## src/rtl/sar_adc_pkg.sv

```systemverilog
package sar_adc_pkg;

  localparam int ADDR_W = 2;

  localparam logic [ADDR_W-1:0] ADDR_CHAN   = 2'd0;
  localparam logic [ADDR_W-1:0] ADDR_CTRL   = 2'd1;
  localparam logic [ADDR_W-1:0] ADDR_RES_LO = 2'd2;
  localparam logic [ADDR_W-1:0] ADDR_RES_HI = 2'd3;

  // control byte bit positions
  localparam int CB_EN      = 0;
  localparam int CB_START   = 1;
  localparam int CB_FREE    = 2;
  localparam int CB_FLAG    = 3;
  localparam int CB_IE      = 4;
  localparam int CB_PRE_LSB = 5;

  // strobes from sequencing control to the datapath
  typedef struct packed {
    logic convBegin;   // latch channel, clear trial register
    logic trialInit;   // end of sample phase: present MSB trial
    logic bitDecide;   // keep or drop current trial bit, arm next
    logic convFinish;  // transfer trial register to result
  } seqStrobe_t;

endpackage

```

## src/rtl/sar_adc_ctrl.sv

```systemverilog
module sar_adc_ctrl
  import sar_adc_pkg::*;
#(
  parameter int RES_BITS = 10,
  parameter int NORM_CYC = 13,
  parameter int LONG_CYC = 25,
  parameter int PRE_W    = 3
) (
  input  logic              clk,
  input  logic              rstN,
  input  logic              regWrEn,
  input  logic [ADDR_W-1:0] regAddr,
  input  logic [7:0]        regWrData,
  input  logic              irqAck,
  output seqStrobe_t        stb,
  output logic [7:0]        ctlByte,
  output logic              convBusy,
  output logic              irqReq
);

  localparam int CNT_W = $clog2(LONG_CYC);
  localparam int DIV_W = (1 << PRE_W) - 1;
  localparam logic [CNT_W-1:0] NORM_LAST = CNT_W'(NORM_CYC - 1);
  localparam logic [CNT_W-1:0] LONG_LAST = CNT_W'(LONG_CYC - 1);
  localparam logic [CNT_W-1:0] INIT_OFS  = CNT_W'(RES_BITS + 1);
  localparam logic [CNT_W-1:0] DEC_OFS   = CNT_W'(RES_BITS);

  logic             enable, freeRun, irqEn, doneFlag, firstPending, busy, longConv;
  logic [PRE_W-1:0] presSel;
  logic [DIV_W-1:0] preCnt, divLast;
  logic [CNT_W-1:0] cycCnt, lastCyc;
  logic             wrCtl, enRise, startReq, abortReq, tick, restart;

  always_comb begin
    wrCtl    = regWrEn && (regAddr == ADDR_CTRL);
    enRise   = wrCtl && regWrData[CB_EN] && !enable;
    startReq = wrCtl && regWrData[CB_EN] && regWrData[CB_START] && !busy;
    abortReq = wrCtl && !regWrData[CB_EN] && busy;
    // select 0 and 1 both divide by two
    divLast  = (presSel < PRE_W'(2)) ? DIV_W'(1)
                                     : DIV_W'((32'd1 << presSel) - 32'd1);
    lastCyc  = longConv ? LONG_LAST : NORM_LAST;
    tick     = busy && (preCnt == divLast) && !abortReq;

    stb.trialInit  = tick && (cycCnt == lastCyc - INIT_OFS);
    stb.bitDecide  = tick && (cycCnt >= lastCyc - DEC_OFS) && (cycCnt < lastCyc);
    stb.convFinish = tick && (cycCnt == lastCyc);
    restart        = stb.convFinish && freeRun;
    stb.convBegin  = startReq || restart;
  end

  always_ff @(posedge clk) begin
    if (!rstN) begin
      enable       <= 1'b0;
      freeRun      <= 1'b0;
      irqEn        <= 1'b0;
      presSel      <= '0;
      doneFlag     <= 1'b0;
      firstPending <= 1'b0;
      busy         <= 1'b0;
      longConv     <= 1'b0;
      preCnt       <= '0;
      cycCnt       <= '0;
    end else begin
      if (wrCtl) begin
        enable  <= regWrData[CB_EN];
        freeRun <= regWrData[CB_FREE];
        irqEn   <= regWrData[CB_IE];
        presSel <= regWrData[CB_PRE_LSB +: PRE_W];
      end
      if (enRise) firstPending <= 1'b1;

      if (abortReq) begin
        busy <= 1'b0;
      end else if (startReq) begin
        busy         <= 1'b1;
        cycCnt       <= '0;
        preCnt       <= '0;
        longConv     <= firstPending || enRise;
        firstPending <= 1'b0;
      end else if (busy) begin
        if (tick) begin
          preCnt <= '0;
          if (stb.convFinish) begin
            if (freeRun) begin
              cycCnt   <= '0;
              longConv <= 1'b0;
            end else begin
              busy <= 1'b0;
            end
          end else begin
            cycCnt <= cycCnt + 1'b1;
          end
        end else begin
          preCnt <= preCnt + 1'b1;
        end
      end

      if (stb.convFinish)
        doneFlag <= 1'b1;
      else if ((wrCtl && regWrData[CB_FLAG]) || irqAck)
        doneFlag <= 1'b0;
    end
  end

  assign ctlByte  = 8'({presSel, irqEn, doneFlag, freeRun, busy, enable});
  assign convBusy = busy;
  assign irqReq   = doneFlag && irqEn;

endmodule

```

## src/rtl/sar_adc_dp.sv

```systemverilog
module sar_adc_dp
  import sar_adc_pkg::*;
#(
  parameter int RES_BITS = 10,
  parameter int MUX_W    = 3
) (
  input  logic                clk,
  input  logic                rstN,
  input  logic                regWrEn,
  input  logic                regRdEn,
  input  logic [ADDR_W-1:0]   regAddr,
  input  logic [MUX_W-1:0]    chanWrData,
  input  seqStrobe_t          stb,
  input  logic                cmpHigh,
  output logic [MUX_W-1:0]    muxSel,
  output logic [MUX_W-1:0]    chanSel,
  output logic [RES_BITS-1:0] dacCode,
  output logic [RES_BITS-1:0] resultVal,
  output logic                resLocked
);

  localparam int PTR_W = $clog2(RES_BITS);

  logic [RES_BITS-1:0] sarReg, sarNext;
  logic [PTR_W-1:0]    bitPtr;

  // keep the trial bit if the input is at or above the trial code, then arm the next one
  always_comb begin
    sarNext = sarReg;
    if (!cmpHigh) sarNext[bitPtr] = 1'b0;
    if (bitPtr != '0) sarNext[bitPtr - 1'b1] = 1'b1;
  end

  always_ff @(posedge clk) begin
    if (!rstN) begin
      chanSel   <= '0;
      muxSel    <= '0;
      sarReg    <= '0;
      bitPtr    <= '0;
      resultVal <= '0;
      resLocked <= 1'b0;
    end else begin
      if (regWrEn && (regAddr == ADDR_CHAN)) chanSel <= chanWrData;

      if (stb.convBegin) begin
        muxSel <= chanSel;
        sarReg <= '0;
      end else if (stb.trialInit) begin
        sarReg <= {1'b1, {(RES_BITS-1){1'b0}}};
        bitPtr <= PTR_W'(RES_BITS - 1);
      end else if (stb.bitDecide) begin
        sarReg <= sarNext;
        if (bitPtr != '0) bitPtr <= bitPtr - 1'b1;
      end

      if (stb.convFinish && !resLocked) resultVal <= sarReg;

      if (regRdEn && (regAddr == ADDR_RES_LO))
        resLocked <= 1'b1;
      else if (regRdEn && (regAddr == ADDR_RES_HI))
        resLocked <= 1'b0;
    end
  end

  assign dacCode = sarReg;

endmodule

```

## src/rtl/sar_adc_seq.sv

```systemverilog
module sar_adc_seq
  import sar_adc_pkg::*;
#(
  parameter int RES_BITS = 10,
  parameter int MUX_W    = 3,
  parameter int NORM_CYC = 13,
  parameter int LONG_CYC = 25,
  parameter int PRE_W    = 3
) (
  input  logic                clk,
  input  logic                rstN,
  input  logic                regWrEn,
  input  logic                regRdEn,
  input  logic [1:0]          regAddr,
  input  logic [7:0]          regWrData,
  output logic [7:0]          regRdData,
  input  logic                irqAck,
  output logic                irqReq,
  output logic [MUX_W-1:0]    muxSel,
  output logic [RES_BITS-1:0] dacCode,
  input  logic                cmpHigh
);

  seqStrobe_t          stb;
  logic [7:0]          ctlByte;
  logic                convBusy;
  logic [MUX_W-1:0]    chanSel;
  logic [RES_BITS-1:0] resultVal;
  logic                resLocked;

  sar_adc_ctrl #(
    .RES_BITS(RES_BITS), .NORM_CYC(NORM_CYC), .LONG_CYC(LONG_CYC), .PRE_W(PRE_W)
  ) u_ctrl (
    .clk(clk), .rstN(rstN), .regWrEn(regWrEn), .regAddr(regAddr),
    .regWrData(regWrData), .irqAck(irqAck), .stb(stb), .ctlByte(ctlByte),
    .convBusy(convBusy), .irqReq(irqReq)
  );

  sar_adc_dp #(.RES_BITS(RES_BITS), .MUX_W(MUX_W)) u_dp (
    .clk(clk), .rstN(rstN), .regWrEn(regWrEn), .regRdEn(regRdEn),
    .regAddr(regAddr), .chanWrData(regWrData[MUX_W-1:0]), .stb(stb),
    .cmpHigh(cmpHigh), .muxSel(muxSel), .chanSel(chanSel), .dacCode(dacCode),
    .resultVal(resultVal), .resLocked(resLocked)
  );

  always_comb begin
    case (regAddr)
      ADDR_CHAN:   regRdData = 8'(chanSel);
      ADDR_CTRL:   regRdData = ctlByte;
      ADDR_RES_LO: regRdData = resultVal[7:0];
      default:     regRdData = 8'(resultVal >> 8);
    endcase
  end

endmodule

```

## config.mk

```make
export PLATFORM = sky130hd
export DESIGN_NAME = sar_adc_seq
export DESIGN_NICKNAME = d
export VERILOG_FILES = /design/src/rtl/sar_adc_pkg.sv /design/src/rtl/sar_adc_ctrl.sv /design/src/rtl/sar_adc_dp.sv /design/src/rtl/sar_adc_seq.sv
export SDC_FILE = /design/constraint.sdc
export NUM_CORES = 1
export LEC_CHECK = 0
export BUFFER_PORTS_ARGS = -buffer_cell sky130_fd_sc_hd__clkbuf_2
export CORE_MARGIN = 2
export CORE_UTILIZATION = 55
export CTS_CLUSTER_SIZE = 12
export DETAILED_ROUTE_END_ITERATION = 10
export PLACE_DENSITY_LB_ADDON = 0.05
export SYNTH_ARGS = -nofsm -noshare
export SYNTH_HDL_FRONTEND = slang
export SYNTH_SLANG_ARGS = --single-unit
```

## constraint.sdc

```tcl
create_clock -name clk -period 3.8 [get_ports clk]
set_clock_uncertainty 0.15 [all_clocks]
set_input_delay 0.19 -clock clk [delete_from_list [all_inputs] [get_ports clk]]
set_output_delay 0.19 -clock clk [all_outputs]
set_load 0.01 [all_outputs]
```

==> results of run 1 <==
-- flip-flops by register name, summed over array words and instances (netlist names) --
name and cells:
u_ctrl.firstPending 1, u_ctrl.cycCnt 5, u_ctrl.presSel 3, u_ctrl.preCnt 7, u_ctrl.enable 1, u_ctrl.longConv 1
u_dp.chanSel 3, u_ctrl.freeRun 1, u_dp.dacCode 10, u_dp.muxSel 3, u_dp.resLocked 1, u_dp.bitPtr 4
u_dp.resultVal 10, u_ctrl.irqEn 1, u_ctrl.doneFlag 1, u_ctrl.convBusy 1
-- cells in the mapped netlist, drive strengths merged (3+ instances only) --
master / count / area share (%)
ha: 14 / 5.6
xor2: 4 / 1.1
o41ai: 3 / 0.84
or3: 3 / 0.60
a31oi: 9 / 1.8
nand2: 36 / 4.3
o22a: 3 / 0.84
a21oi: 35 / 5.6
nor3b: 5 / 1.2
and2: 4 / 0.80
a311oi: 3 / 0.84
inv: 13 / 1.6
a211oi: 3 / 0.72
nand3: 30 / 4.8
nand4: 12 / 2.4
nor2b: 10 / 2.0
a22o: 5 / 1.4
or4: 3 / 0.84
o31ai: 13 / 3.3
nor3: 11 / 2.1
clkbuf: 14 / 1.7
nor2: 28 / 3.4
or2: 3 / 0.60
xnor2: 4 / 1.1
mux2i: 9 / 2.9
dfxtp: 53 / 34
buf: 10 / 1.7
nor4: 4 / 0.80
o21ai: 17 / 2.7
-- logic make-up (layout without fill, tap and decap cells) --
family / after synthesis / after routing / synth area share [%]
AOI/OAI and AO/OA: 106 / 106 / 22.3
DFF: 53 / 53 / 33.9
buffers and inverters: 38 / 71 / 5.03
muxes: 11 / 11 / 4.31
xor gates and xnor gates: 8 / 8 / 2.24
adders and majority gates: 14 / 14 / 5.59
and+or+nand+nor: 159 / 159 / 26.7
-- layout make-up --
cell class / count / area (sq um)
Inverter: 14 / 52.6
Sequential cell: 53 / 1060
Tap cell: 72 / 90.1
Timing Repair Buffer: 49 / 290
Clock buffer: 5 / 68.8
Clock inverter: 3 / 43.8
Fill cell: 497 / 1990
Multi-Input combinational cell: 298 / 1910
-- power by group through the flow --
stage	registers (uW)	logic, uW	clock network [uW]
2_1_floorplan	583	98.8	0
3_3_place_gp	587	129	0
3_5_place_dp	588	132	0
4_1_cts	575	137	397
5_1_grt	577	153	426
6_report	575	139	393
-- routing by layer --
metal / GRT usage [%] / up-vias
met2: 43.4 / 88
met1: 37.0 / 1401
met5: 0 / -
met4: 6.38 / 0
li1: - / 1498
met3: 3.51 / 7
-- per-stage QoR --
step           hold WS, ns  area (sq um)  std cells  setup slack (ns)
5_1_grt             0.0428          3520        494             0.314
2_1_floorplan        0.159          3130        389              1.02
3_3_place_gp         0.277          3350        480             0.712
3_5_place_dp         0.286          3350        480             0.583
6_report           0.00248          3520        494             0.554
4_1_cts            0.00316          3520        494             0.564
-- path summary, 6_finish.rpt --
| path | to | cells past startpoint | startpoint |
|---|---|---|---|
| hold reg to reg | u_dp.muxSel[0] | 2 | u_dp.muxSel[0] |
| hold / removal | u_dp.chanSel[1] | 3 | regWrData[1] |
| setup reg to reg | u_dp.dacCode[8] | 9 | u_ctrl.presSel[1] |
| setup / recovery | u_dp.dacCode[8] | 9 | u_ctrl.presSel[1] |
-- tightest hold or removal path, stage by stage --
cell and delay (ns):
clkbuf_2 0.10, mux2i_1 0.07, nor2_1 0.07
==> results.toml, run 1 <==
[power]
pwr-share-comb_pct = 12.5
irDropWorstVdd_mv = 0.167
power.internal_uw = 813
powerDensity_nw_per_um2 = 314
power_switching_share_pct = 26.5
p_clk_share_pct = 35.5
p_sw_uw = 293
fin_total_pwr_uw = 1110
pwr-share-seq_pct = 52.0
p_leak_uw = 0.00129

[sta]
period_share_pct = 85.4
setup_tns_ns = 0
tightest_slew_ns = 0.714
max_clock_freq_ghz = 0.308
min_period_ns = 3.25
max_slew_margin_pct = 52.3
rsz0062_at_grt = "false"
maxSlewViolCount = 0
hold_viol = 0
setup_viol = 0

[yosys]
synth_ff_type = "dfxtp_1"
syn_inst = 389
ys_ff_latch = 53
syn_area_sq_um = 3130
avgSynthCellArea_sq_um = 8.05
async_reset_ff_share_pct = 0
synth.distinct_cells = 55
synth_edf_count = 0
synth_nets = 419
ys_seq_area_share_pct = 33.9
yosys_warnings = 0

[critical_path]
critPathArrivalTime_ns = 3.27
path_buf_inv = 1
crit_fanout = 19
crit_family = "compound AO/OA/AOI/OAI gates"
critPathKind = "flip-flop to flip-flop"
path_cells = "or3_1 -> ha_1 -> nor2_1 -> a31oi_1 -> o221a_1 -> a31o_1 -> buf_4 -> o31ai_2 -> a21oi_1"
startpoint_type = "flip-flop"
cp.required_ns = 3.82
endpoint_kind = "flip-flop"
r2r_setup_slack_ns = 0.55
critPathSlowestCell = "o31ai_2"
max_stage_delay_ns = 0.62

[detailed_routing]
routed_wirelength_um = 7990
wl_met3_um = 348
vias = 2994
drt-initial-drc-count = 164
antenna_left = 0
wl_met2_um = 3710
vias_per_cell = 6.06
detail_route.wl_per_cell_um = 16.2
m1WireLength_um = 3850
dr.pass1.iters = 4
drc = 0
maxUsedRoutingLayer = "met4"

[die]
die-area_sq_um = 6320
start_util_pct = 56.9
die_w_um = 79.5
rows = 27
coreArea_sq_um = 5510
die_y_um = 79.5
num_io_pins = 38

[clocking]
cts_tree = "yes"
clock_path_buffers = 2
htreeDepth = 2
cts_made_buffers = 5
clock_latency_ns = 0.31
clock-sinks = 53
root_buffer = "clkbuf_8"
postCtsSetupBuffers = 0
hold_buffers = 6
post_cts_resized = 0
cts.clk_slew.worst_paths_ns = 0.10

[hold_path]
hold_path.class = "input pin to flip-flop"

[global_routing]
grt_first_pass_wirelength_um = 13400
antenna_found_initial = 0
grt_usage_pct = 26.5
grt_max_degree = 26
gr-total-overflow = 0
grt_pass1_vias = 2695

[layout]
most-common-layout-cells = "dfxtp_1, clkbuf_2, nand2_1"
layout_commonest_cell = "dfxtp_1"
final_layout_size_suffix_gt1_share_pct = 14.5
final_net_count = 451
fin_util_pct = 63.9
syn_to_final_growth_pct = 12.4
num_antenna_cells = 0

[placed_design]
hpwl_um = 6030
port_buffers = 37
gp_congestion = 0.852

[run]
maxCapViolCount = 0

[run_status]
status = "completed"
No activity file was read; power rests on OpenSTA's default activity.
==> inputs of run 2 (changes only) <==
- PLACE_DENSITY_LB_ADDON: 0.05 -> 0.08
- SLEW_MARGIN: default -> 10
==> results.toml, run 2 (synthesis results as in run 1) <==
[die]
die_w_um = 79.5
start_util_pct = 56.9
num_io_pins = 38
coreArea_sq_um = 5510
rows = 27
die-area_sq_um = 6320
die_y_um = 79.5

[layout]
layoutNonFillerInstCount = 494
num_antenna_cells = 0
final_layout_size_suffix_gt1_share_pct = 14.5
layout_commonest_cell = "dfxtp_1"
fin_util_pct = 63.9
final_net_count = 451
syn_to_final_growth_pct = 12.4
most-common-layout-cells = "dfxtp_1, clkbuf_2, nand2_1"

[critical_path]
r2r_setup_slack_ns = 0.58
critPathArrivalTime_ns = 3.23
crit_fanout = 13
critPathKind = "flip-flop to flip-flop"
endpoint_kind = "flip-flop"
cp.required_ns = 3.82
startpoint_type = "flip-flop"

[detailed_routing]
routed_wirelength_um = 8090
antenna_left = 0
drc = 0
detail_route.wl_per_cell_um = 16.4
vias_per_cell = 6.19
drt-initial-drc-count = 178
dr.pass1.iters = 5
vias = 3057

[global_routing]
grt_usage_pct = 26.2
antenna_found_initial = 0
gr-total-overflow = 0
grt_max_degree = 26
grt_first_pass_wirelength_um = 13300
grt_pass1_vias = 2782

[clocking]
cts.clk_slew.worst_paths_ns = 0.11
clock-sinks = 53
htreeDepth = 2
cts_made_buffers = 5
clock_latency_ns = 0.31
clock_path_buffers = 2
cts_tree = "yes"
root_buffer = "clkbuf_8"

[placed_design]
gp_congestion = 0.905
port_buffers = 37
hpwl_um = 5900
dp.cells = 480

[sta]
max_clock_freq_ghz = 0.311
min_period_ns = 3.22
tightest_slew_ns = 0.715
maxSlewViolCount = 0
period_share_pct = 84.6
max_slew_margin_pct = 52.2
hold_viol = 0
setup_viol = 0
rsz0062_at_grt = "false"
setup_tns_ns = 0

[power]
irDropWorstVdd_mv = 0.159
fin_total_pwr_uw = 1100
powerDensity_nw_per_um2 = 314
p_leak_uw = 0.00129

[run]
maxCapViolCount = 0

[hold_path]
hold_path.class = "input pin to flip-flop"

[run_status]
status = "completed"
[run 2: cell counts in the layout (fill, tap and decap cells not counted)]
Identical to the previous run, type by type.
[run 2: through the flow]
stage / setup slack, ns / hold WS [ns] / area, sq um
after detailed placement: 0.642 / 0.278 / 3350
after floorplan: 1.02 / 0.159 / 3130
after CTS: 0.610 / 0.0107 / 3520
after global placement: 0.716 / 0.280 / 3350
final: 0.584 / 0.0128 / 3520
after global routing: 0.243 / 0.0212 / 3520
[run 2: routing by layer]
metal | GRT usage, % | vias to the layer above | routed length, um
li1 | - | 1508 | -
met3 | 3.28 | 11 | 443
met2 | 44.5 | 98 | 3880
met5 | 0 | - | 0
met1 | 36.1 | 1440 | 3710
met4 | 4.66 | 0 | 59
[run 2: worst paths after layout]
check                    end         startpoint  cells after the start
max          u_dp.dacCode[7]  u_ctrl.presSel[1]                      9
min          u_dp.chanSel[1]       regWrData[1]                      3
max reg2reg  u_dp.dacCode[7]  u_ctrl.presSel[1]                      9
min reg2reg   u_dp.muxSel[1]     u_dp.muxSel[1]                      2
[run 2: final cells by class]
class / instances / area (sq um)
Multi-Input combinational cell: 298 / 1910
Timing Repair Buffer: 49 / 290
Inverter: 14 / 52.6
Fill cell: 481 / 1990
Clock buffer: 5 / 68.8
Tap cell: 72 / 90.1
Clock inverter: 3 / 43.8
Sequential cell: 53 / 1060
[run 2: repair_timing]
| action | CTS | global route |
|---|---|---|
| hold buffers | 6 | 0 |
| hold endpoints to repair | 7 | 0 |
| resized for setup | 0 | 0 |
| setup buffers | 0 | 0 |
| endpoints found under the setup margin | 0 | 0 |
[run 2: critical path, cell delays in order (launching register included)]
cell and delay (ns):
dfxtp_1 0.45, or3_1 0.40, ha_1 0.29, xor2_1 0.18, o21ai_0 0.16, and4b_1 0.25, nand2_1 0.28, buf_4 0.29
o31ai_2 0.54, a21oi_1 0.09
[run 2: where the power goes]
part           switching (uW)  internal [uW]  leakage [uW]  total (uW)
clock network             192            198     0.0000585         390
registers                10.8            564      0.000428         575
logic                    87.3           51.9      0.000806         139
total                     291            813       0.00129        1100
